[src/rtl/fcvt_pkg.sv]
package fcvt_pkg;
   typedef enum logic [1:0] {
      RM_NEAR = 2'b00,
      RM_DOWN = 2'b01,
      RM_UP   = 2'b10,
      RM_ZERO = 2'b11
   } rmode_e;
endpackage

[src/rtl/fcvt_round.sv]
module fcvt_round (
   input  logic            sgn,
   input  fcvt_pkg::rmode_e rmode,
   input  logic            lsb,
   input  logic            rbit,
   input  logic            sticky,
   output logic            inc
);
   import fcvt_pkg::*;
   always_comb begin
      unique case (rmode)
         RM_NEAR: inc = rbit & (sticky | lsb);
         RM_DOWN: inc = (rbit | sticky) & sgn;
         RM_UP:   inc = (rbit | sticky) & ~sgn;
         default: inc = 1'b0;
      endcase
   end
endmodule

[src/rtl/fcvt_lane.sv]
module fcvt_lane #(
   parameter int EXP_W = 8,
   parameter int MAN_W = 23,
   parameter int INT_W = 32
) (
   input  logic [EXP_W+MAN_W:0] fp,
   input  fcvt_pkg::rmode_e     rmode,
   output logic [INT_W-1:0]     res,
   output logic                 invalid,
   output logic                 inexact
);
   localparam int FP_W   = 1 + EXP_W + MAN_W;
   localparam int BIAS   = (1 << (EXP_W - 1)) - 1;
   localparam int MAX_SH = INT_W - 2;
   localparam int SH_W   = MAN_W + 1 + MAX_SH;
   localparam int IP_W   = SH_W - MAN_W;

   if (EXP_W < 2) begin : g_bad_exp
      $error("fcvt_lane: EXP_W must be at least 2");
   end
   if (MAN_W >= INT_W - 1) begin : g_bad_man
      $error("fcvt_lane: MAN_W must be below INT_W-1");
   end

   logic                 sgn;
   logic [EXP_W-1:0]     ex;
   logic [MAN_W-1:0]     fr;
   logic [MAN_W:0]       mant;
   logic [SH_W-1:0]      fix;
   logic [IP_W-1:0]      ipart;
   logic                 rbit, sticky, inc;
   logic                 pre_inv, pre_zero, pre_min;
   logic [INT_W-1:0]     mag;
   int                   ue;

   assign sgn  = fp[FP_W-1];
   assign ex   = fp[FP_W-2:MAN_W];
   assign fr   = fp[MAN_W-1:0];
   assign mant = {|ex, fr};

   always_comb begin
      ue       = int'(ex) - BIAS;
      fix      = '0;
      ipart    = '0;
      rbit     = 1'b0;
      sticky   = 1'b0;
      pre_inv  = 1'b0;
      pre_zero = 1'b0;
      pre_min  = 1'b0;
      if (&ex) begin
         pre_inv = 1'b1;
      end else if (ex == '0 && fr == '0) begin
         pre_zero = 1'b1;
      end else if (ue > MAX_SH) begin
         if (ue == INT_W - 1 && sgn && fr == '0) pre_min = 1'b1;
         else                                    pre_inv = 1'b1;
      end else if (ue >= 0) begin
         fix    = SH_W'(mant) << unsigned'(ue);
         ipart  = fix[SH_W-1:MAN_W];
         rbit   = fix[MAN_W-1];
         sticky = |fix[MAN_W-2:0];
      end else if (ue == -1) begin
         rbit   = 1'b1;
         sticky = |fr;
      end else begin
         sticky = 1'b1;
      end
   end

   fcvt_round u_round (
      .sgn    (sgn),
      .rmode  (rmode),
      .lsb    (ipart[0]),
      .rbit   (rbit),
      .sticky (sticky),
      .inc    (inc)
   );

   always_comb begin
      mag     = INT_W'(ipart) + INT_W'(inc);
      invalid = pre_inv;
      if (mag[INT_W-1] && (!sgn || mag[INT_W-2:0] != '0)) invalid = 1'b1;
      inexact = (rbit | sticky) & ~invalid;
      if (invalid || pre_min)  res = {1'b1, {(INT_W-1){1'b0}}};
      else if (pre_zero)       res = '0;
      else if (sgn)            res = -mag;
      else                     res = mag;
   end
endmodule

[src/rtl/fcvt_pk2i.sv]
module fcvt_pk2i #(
   parameter int LANES = 2,
   parameter int EXP_W = 8,
   parameter int MAN_W = 23,
   parameter int INT_W = 32
) (
   input  logic                         clk,
   input  logic                         rst,
   input  logic                         in_valid,
   input  logic [LANES*(1+EXP_W+MAN_W)-1:0] in_data,
   input  logic [1:0]                   in_rmode,
   output logic                         out_valid,
   output logic [LANES*INT_W-1:0]       out_data,
   output logic                         out_invalid,
   output logic                         out_inexact
);
   localparam int FP_W = 1 + EXP_W + MAN_W;

   if (LANES < 1) begin : g_bad_lanes
      $error("fcvt_pk2i: LANES must be at least 1");
   end

   logic [LANES*INT_W-1:0] lane_res;
   logic [LANES-1:0]       lane_inv;
   logic [LANES-1:0]       lane_inx;
   fcvt_pkg::rmode_e       rm;

   assign rm = fcvt_pkg::rmode_e'(in_rmode);

   for (genvar g = 0; g < LANES; g++) begin : g_lane
      fcvt_lane #(.EXP_W(EXP_W), .MAN_W(MAN_W), .INT_W(INT_W)) u_lane (
         .fp      (in_data[g*FP_W +: FP_W]),
         .rmode   (rm),
         .res     (lane_res[g*INT_W +: INT_W]),
         .invalid (lane_inv[g]),
         .inexact (lane_inx[g])
      );
   end

   always_ff @(posedge clk) begin
      if (rst) begin
         out_valid   <= 1'b0;
         out_data    <= '0;
         out_invalid <= 1'b0;
         out_inexact <= 1'b0;
      end else begin
         out_valid <= in_valid;
         if (in_valid) begin
            out_data    <= lane_res;
            out_invalid <= |lane_inv;
            out_inexact <= |lane_inx;
         end
      end
   end
endmodule

[config.mk]
export PLATFORM = sky130hd
export DESIGN_NAME = fcvt_pk2i
export DESIGN_NICKNAME = d
export VERILOG_FILES = /design/src/rtl/fcvt_pkg.sv /design/src/rtl/fcvt_round.sv /design/src/rtl/fcvt_lane.sv /design/src/rtl/fcvt_pk2i.sv
export SDC_FILE = /design/constraint.sdc
export NUM_CORES = 1
export LEC_CHECK = 0
export ABC_AREA = 1
export BUFFER_PORTS_ARGS = -buffer_cell sky130_fd_sc_hd__buf_4
export CAP_MARGIN = 5
export CORE_MARGIN = 4
export CORE_UTILIZATION = 59
export DETAILED_ROUTE_END_ITERATION = 7
export PLACE_DENSITY = 0.82
export SLEW_MARGIN = 20
export SYNTH_ARGS = -nofsm -noshare
export SYNTH_HDL_FRONTEND = slang
export SYNTH_SLANG_ARGS = --single-unit
[constraint.sdc]
create_clock -name clk -period 8.4 [get_ports clk]
set_input_delay 0.84 -clock clk [delete_from_list [all_inputs] [get_ports clk]]
set_output_delay 0.84 -clock clk [all_outputs]
set_load 0.02 [all_outputs]
==> results of run 1 <==
[stage by stage]
step,util,worst slack [ns],cells
2_1_floorplan,-,2.87,2001
3_3_place_gp,0.652,1.05,2272
3_5_place_dp,0.652,1.11,2272
4_1_cts,0.671,1.44,2288
5_1_grt,0.671,0.680,2288
6_report,0.671,1.27,2288
[Yosys cell counts (7+ instances only)]
cell type / number
a21oi_1: 83
a31oi_1: 7
buf_1: 16
buf_2: 19
buf_4: 9
clkbuf_1: 49
clkinv_1: 7
dfxtp_1: 67
ha_1: 17
inv_1: 147
inv_2: 17
nand2_1: 528
nand2_2: 31
nand3_1: 474
nand3_2: 9
nand3b_1: 9
nand4_1: 127
nor2_1: 177
nor2_2: 21
nor2_4: 12
nor3_1: 17
nor4_1: 13
o211ai_1: 9
o21ai_0: 34
o21ai_1: 7
xnor2_1: 8
xor2_1: 32
[power by group through the flow]
stage	sequential (mW)	combinational, mW	clock [mW]
final	0.348	0.690	0.450
after global routing	0.350	0.761	0.470
after CTS	0.348	0.674	0.452
after detailed placement	0.355	0.670	0
after global placement	0.355	0.662	0
after floorplan	0.376	0.475	0
[state kept, by name, summed over array words and instances, names as in the netlist]
signal and count:
out_data 64, out_inexact 1, out_invalid 1, out_valid 1
[worst paths after layout]
kind	cells past startpoint	slack, ns	to	start
setup / recovery	33	1.27	out_data[31]$_SDFFE_PP0P_	in_data[23]
hold / removal	2	0.46	out_data[9]$_SDFFE_PP0P_	out_data[9]$_SDFFE_PP0P_
setup reg to reg	4	7.53	out_data[31]$_SDFFE_PP0P_	out_data[31]$_SDFFE_PP0P_
hold reg to reg	2	0.46	out_data[9]$_SDFFE_PP0P_	out_data[9]$_SDFFE_PP0P_
[area by class of cell]
class / count / area, um^2 / share of cell area
Clock inverter: 7 / 124 / 0.0102
Multi-Input combinational cell: 1662 / 8400 / 0.695
Sequential cell: 67 / 1340 / 0.111
Clock buffer: 9 / 225 / 0.0186
Tap cell: 229 / 287 / 0.0237
Timing Repair Buffer: 141 / 1060 / 0.0875
Inverter: 173 / 658 / 0.0544
[metal layers]
layer | routed length (um) | track usage
met1 | 14700 | 0.431
met2 | 18200 | 0.608
met3 | 2520 | 0.0436
met4 | 2040 | 0.176
met5 | 0 | 0
[cell families (layout without fill, tap and decap cells)]
logic type / Yosys count / in the layout
and+or+nand+nor: 1438 / 1438
buffers and inverters: 272 / 330
AOI/OAI and AO/OA: 161 / 161
DFF: 67 / 67
xor gates and xnor gates: 46 / 46
adders and majority gates: 17 / 17
[worst min-delay path: stages, from the launching register on]
cell	delay [ns]
dfxtp_1	0.31
nand2_1	0.06
a21oi_1	0.05
==> metrics.csv, run 1 <==
metric,value,unit
fin_setup_tns,0,ns
port_buffers,135,
hpwl,29000,um
synth_top_area_share,0.218,
grt_pass1_vias,12800,
antenna_found_initial,0,
final-setup-viol-count,0,
yosys.area.top_type,nand3_1,
power,1.49,mW
clkTransAtPathRegs,0.06,ns
final_layout_size_suffix_gt1_frac,0.135,
max_freq,0.140,GHz
nNetsFinal,2140,
cts_buffers,9,
grtUsageTotal,0.352,
fp.dieH,144,um
post_cts_buffers,0,
layout_common_cells,"nand2_1, nand3_1, nor2_1",
holdBufCountCts,0,
ir_worst_vdd,0.149,mV
grt_pass1_wl,60400,um
synthXorXnorAreaFrac,0.0412,
holdWs,0.463,ns
synth_top_family_by_area,simple AND/OR/NAND/NOR gates,
crit_buf_inv,4,
clk_latency,0.33,ns
cp_top_family,simple AND/OR/NAND/NOR gates,
cts-root-buf,clkbuf_16,
hold_violations,0,
status,finished clean,
fin_area,0.0121,mm^2
vias,14200,
drc,0,
synth-main-ff-cell,dfxtp_1,
area_growth_syn_to_layout,11.4,%
async_flop_share,0,
htree_levels,3,
avgSynthCellArea,5.43,um^2
cts.sinks,67,
synth_area_leaders,"nand3_1, nand2_1, dfxtp_1",
fin_skew,0,ns
gp_congestion,1.01,
synth-simple-area-share,0.625,
rows,49,
netlist_instances,2001,
dr.pass1.iters,6,
worstPathArrival,7.34,ns
fp.dieW,144,um
yosys-mux-area-fraction,0,
power_frac_seq,0.234,
timing.slew.headroom,0.383,
coreArea,0.0180,mm^2
hp-class,flip-flop to flip-flop,
synth_warnings,0,
n_antenna_cell,0,
cts_resized,0,
critPathCaptureType,flip-flop,
ys_seq_elements,67,
p_per_area,123,mW/mm^2
synth_fa_ha_area_frac,0.0196,
cp_max_fo,30,
p_leak,5.79,nW
min_period,7.13,ns
worstPathRequired,8.62,ns
postRouteAntennaNets,0,
cts_tree,built,
crit_path_frequent_cell,nand2_1,
synth-edff-count,0,
power_switching,636,uW
die-area,0.0206,mm^2
yosysUniqueCellTypes,54,
cpMaxStageDelayCell,ha_1,
drv_cap,0,
p_clk_frac,0.302,
syn-cell-area,0.0109,mm^2
initial_core_util,0.603,
wl_per_cell,16.4,um
yosysSeqAreaShare,0.124,
final_common_cell,nand2_1,
power_frac_comb,0.464,
grt.overflow.total,0,
start_kind,primary input,
synth_compound_area_frac,0.0864,
placed_cell_area,0.0117,mm^2
grt_max_degree,68,
worst_pin_slew,0.926,ns
rsz0062_at_grt,no,
crit_path_max_incr_delay,0.91,ns
p_sw_frac,0.428,
intPower,852,uW
cts.path.max_buffers,2,
period_share,0.849,
drt_first_iter_violations,1738,
drt_wl_total,37400,um
viasPerCell,6.18,
ios,136,
syn_nets,2087,
slew_viol_final,0,
final.fill_count,1720,
path_class,primary input to flip-flop,
Note: power is estimated with default switching activity, not from simulation.
==> run 2: changes to the inputs <==
CORE_UTILIZATION = 55   (was 59)
PLACE_DENSITY = 0.8   (was 0.82)
clock period = 6 ns   (was 8.4 ns; I/O delays follow)
==> run 2 against run 1 <==
Against the previous run:
- clock power is 31% higher
- final cell count is 2.7% higher
- highest routed layer unchanged
- worst hold slack hardly changed
- core utilization is 3.5 points lower
- via count is 1.0% lower
- count of clock-buffer cells in the layout stayed put
- combinational power is 44% higher
- global-route usage is 2.2 points lower
- sequential power is 40% higher
- register-to-register slack worse by 2.3 ns
==> metrics.csv, run 2 (synthesis results as in run 1) <==
metric,value,unit,change
fin_setup_tns,0,ns,unchanged
drc,0,,unchanged
max_freq,0.183,GHz,
htree_levels,3,,unchanged
antenna_found_initial,0,,unchanged
crit_buf_inv,4,,unchanged
nNetsFinal,2166,,was 2140
r2r_end,out_data[31]$_SDFFE_PP0P_,,unchanged
clkTransAtPathRegs,0.06,ns,about the same
cts.path.max_buffers,2,,unchanged
drt_wl_total,37900,um,was 37400 um
layout_common_cells,"nand2_1, nand3_1, nor2_1",,unchanged
p_per_area,167,mW/mm^2,was 123 mW/mm^2
final-setup-viol-count,0,,unchanged
place_worst_setup_slack,0.0489,ns,was 1.11 ns
final_common_cell,nand2_1,,unchanged
final.fill_count,1958,,was 1720
worst_hold_path.endpoint,out_data[15]$_SDFFE_PP0P_,,was out_data[9]$_SDFFE_PP0P_
period_share,0.911,,
rr_worst_depth,4,,unchanged
hp-class,flip-flop to flip-flop,,unchanged
drt_first_iter_violations,1717,,was 1738
cts_tree,built,,unchanged
postRouteAntennaNets,0,,unchanged
crit_path_max_incr_delay,0.26,ns,was 0.91 ns
area_growth_syn_to_layout,14.0,%,was 11.4%
worst_pin_slew,0.911,ns,was 0.926 ns
n_antenna_cell,0,,unchanged
viasPerCell,5.96,,was 6.18
fin_ws,0.535,ns,was 1.27 ns
ios,136,,unchanged
reg2reg_slack,5.26,ns,was 7.53 ns
final_layout_size_suffix_gt1_frac,0.148,,was 0.135
cts_buffers,9,,unchanged
crit_path_frequent_cell,nand2_1,,unchanged
slew_viol_final,0,,unchanged
clk_latency,0.33,ns,about the same
port_buffers,135,,unchanged
cpMaxStageDelayCell,a21oi_1,,was ha_1
worstPathArrival,5.69,ns,was 7.34 ns
cts-root-buf,clkbuf_16,,unchanged
die-area,0.0221,mm^2,was 0.0206 mm^2
cp_top_family,simple AND/OR/NAND/NOR gates,,unchanged
min_period,5.46,ns,
start_kind,primary input,,unchanged
worstPathRequired,6.23,ns,was 8.62 ns
path_class,primary input to flip-flop,,unchanged
reg2reg_from,out_data[31]$_SDFFE_PP0P_,,unchanged
grt.overflow.total,0,,unchanged
fin_util,0.636,,was 0.671
cp_max_fo,46,,was 30
ir_worst_vdd,0.140,mV,was 0.149 mV
wl_per_cell,16.1,um,was 16.4 um
drv_cap,0,,unchanged
initial_core_util,0.558,,was 0.603
rows,51,,was 49
coreArea,0.0195,mm^2,was 0.0180 mm^2
p_leak,5.93,nW,was 5.79 nW
status,finished clean,,unchanged
min-delay-start,out_data[15]$_SDFFE_PP0P_,,was out_data[9]$_SDFFE_PP0P_
largest_register_ffs,64,,unchanged
dr.pass1.iters,6,,unchanged
fp.dieH,149,um,was 144 um
fp.dieW,149,um,was 144 um
vias,14000,,was 14200
hold_violations,0,,unchanged
timing.slew.headroom,0.392,,was 0.383
critPathCaptureType,flip-flop,,unchanged
max_flop_register,out_data,,unchanged
cts.sinks,67,,unchanged
grt_max_degree,68,,unchanged
fin_skew,0,ns,unchanged
grtUsageTotal,0.330,,was 0.352
grt_pass1_vias,12700,,was 12800
holdPathStages,2,,unchanged
grt_pass1_wl,61200,um,was 60400 um
hpwl,29600,um,was 29000 um
gp_congestion,1.04,,was 1.01
run 2: cell types whose count changed in the layout (fill, tap and decap cells not counted), sizes merged:
| cell | change |
|---|---|
| clkinv | +1 |
| bufinv | -1 |
| buf | +26 |
run 2: stage by stage:
stage / total power [mW] / instances / area (um^2) / hold slack, ns
detailed placement: 1.46 / 2333 / 12000 / 0.457
floorplan: 1.19 / 2001 / 10900 / 0.545
global placement: 1.45 / 2333 / 12000 / 0.453
CTS: 2.05 / 2349 / 12300 / 0.465
global route: 2.19 / 2350 / 12400 / 0.481
finish: 2.07 / 2350 / 12400 / 0.464
run 2: worst max path at each step:
| stage | from | end | slack, ns | cells after the start |
|---|---|---|---|---|
| after floorplan | in_data[23] | out_data[19]$_SDFFE_PP0P_ | 0.71 | 36 |
| final | in_data[23] | out_data[31]$_SDFFE_PP0P_ | 0.54 | 39 |
| after global routing | in_data[55] | out_data[57]$_SDFFE_PP0P_ | -0.01 | 41 |
| after detailed placement | in_data[23] | out_data[31]$_SDFFE_PP0P_ | 0.05 | 39 |
| after CTS | in_data[23] | out_data[31]$_SDFFE_PP0P_ | 0.38 | 39 |
| after global placement | in_data[23] | out_data[31]$_SDFFE_PP0P_ | 0.05 | 39 |
run 2: cell type report:
cell class / count / area (um^2) / area share
Multi-Input combinational cell: 1662 / 8420 / 0.680
Clock buffer: 9 / 225 / 0.0182
Timing Repair Buffer: 167 / 1300 / 0.105
Sequential cell: 67 / 1340 / 0.108
Clock inverter: 7 / 100 / 0.00809
Inverter: 173 / 662 / 0.0535
Tap cell: 265 / 332 / 0.0268
run 2: power by group:
part / switching, mW / internal [mW]
sequential: 0.0167 / 0.472
combinational: 0.661 / 0.330
clock: 0.221 / 0.368
run 2: worst register-to-register path: cells and delay by family, from the launching register on:
kind            cells  cell delay [ns]
flops               1             0.40
simple gates        3             0.18
compound gates      1             0.11
run 2: what timing repair did:
action | in CTS | in global routing
resized for setup | 0 | 9
buffers inserted | 0 | 1
hold buffers | 0 | 0
setup endpoints to repair | 0 | 19
run 2: per-layer routing:
| metal | routed length, um | vias up | track usage |
|---|---|---|---|
| met5 | 0 | - | 0 |
| met1 | 15300 | 6347 | 0.405 |
| met3 | 2180 | 113 | 0.0308 |
| met4 | 1350 | 0 | 0.119 |
| li1 | - | 6952 | - |
| met2 | 19000 | 598 | 0.598 |
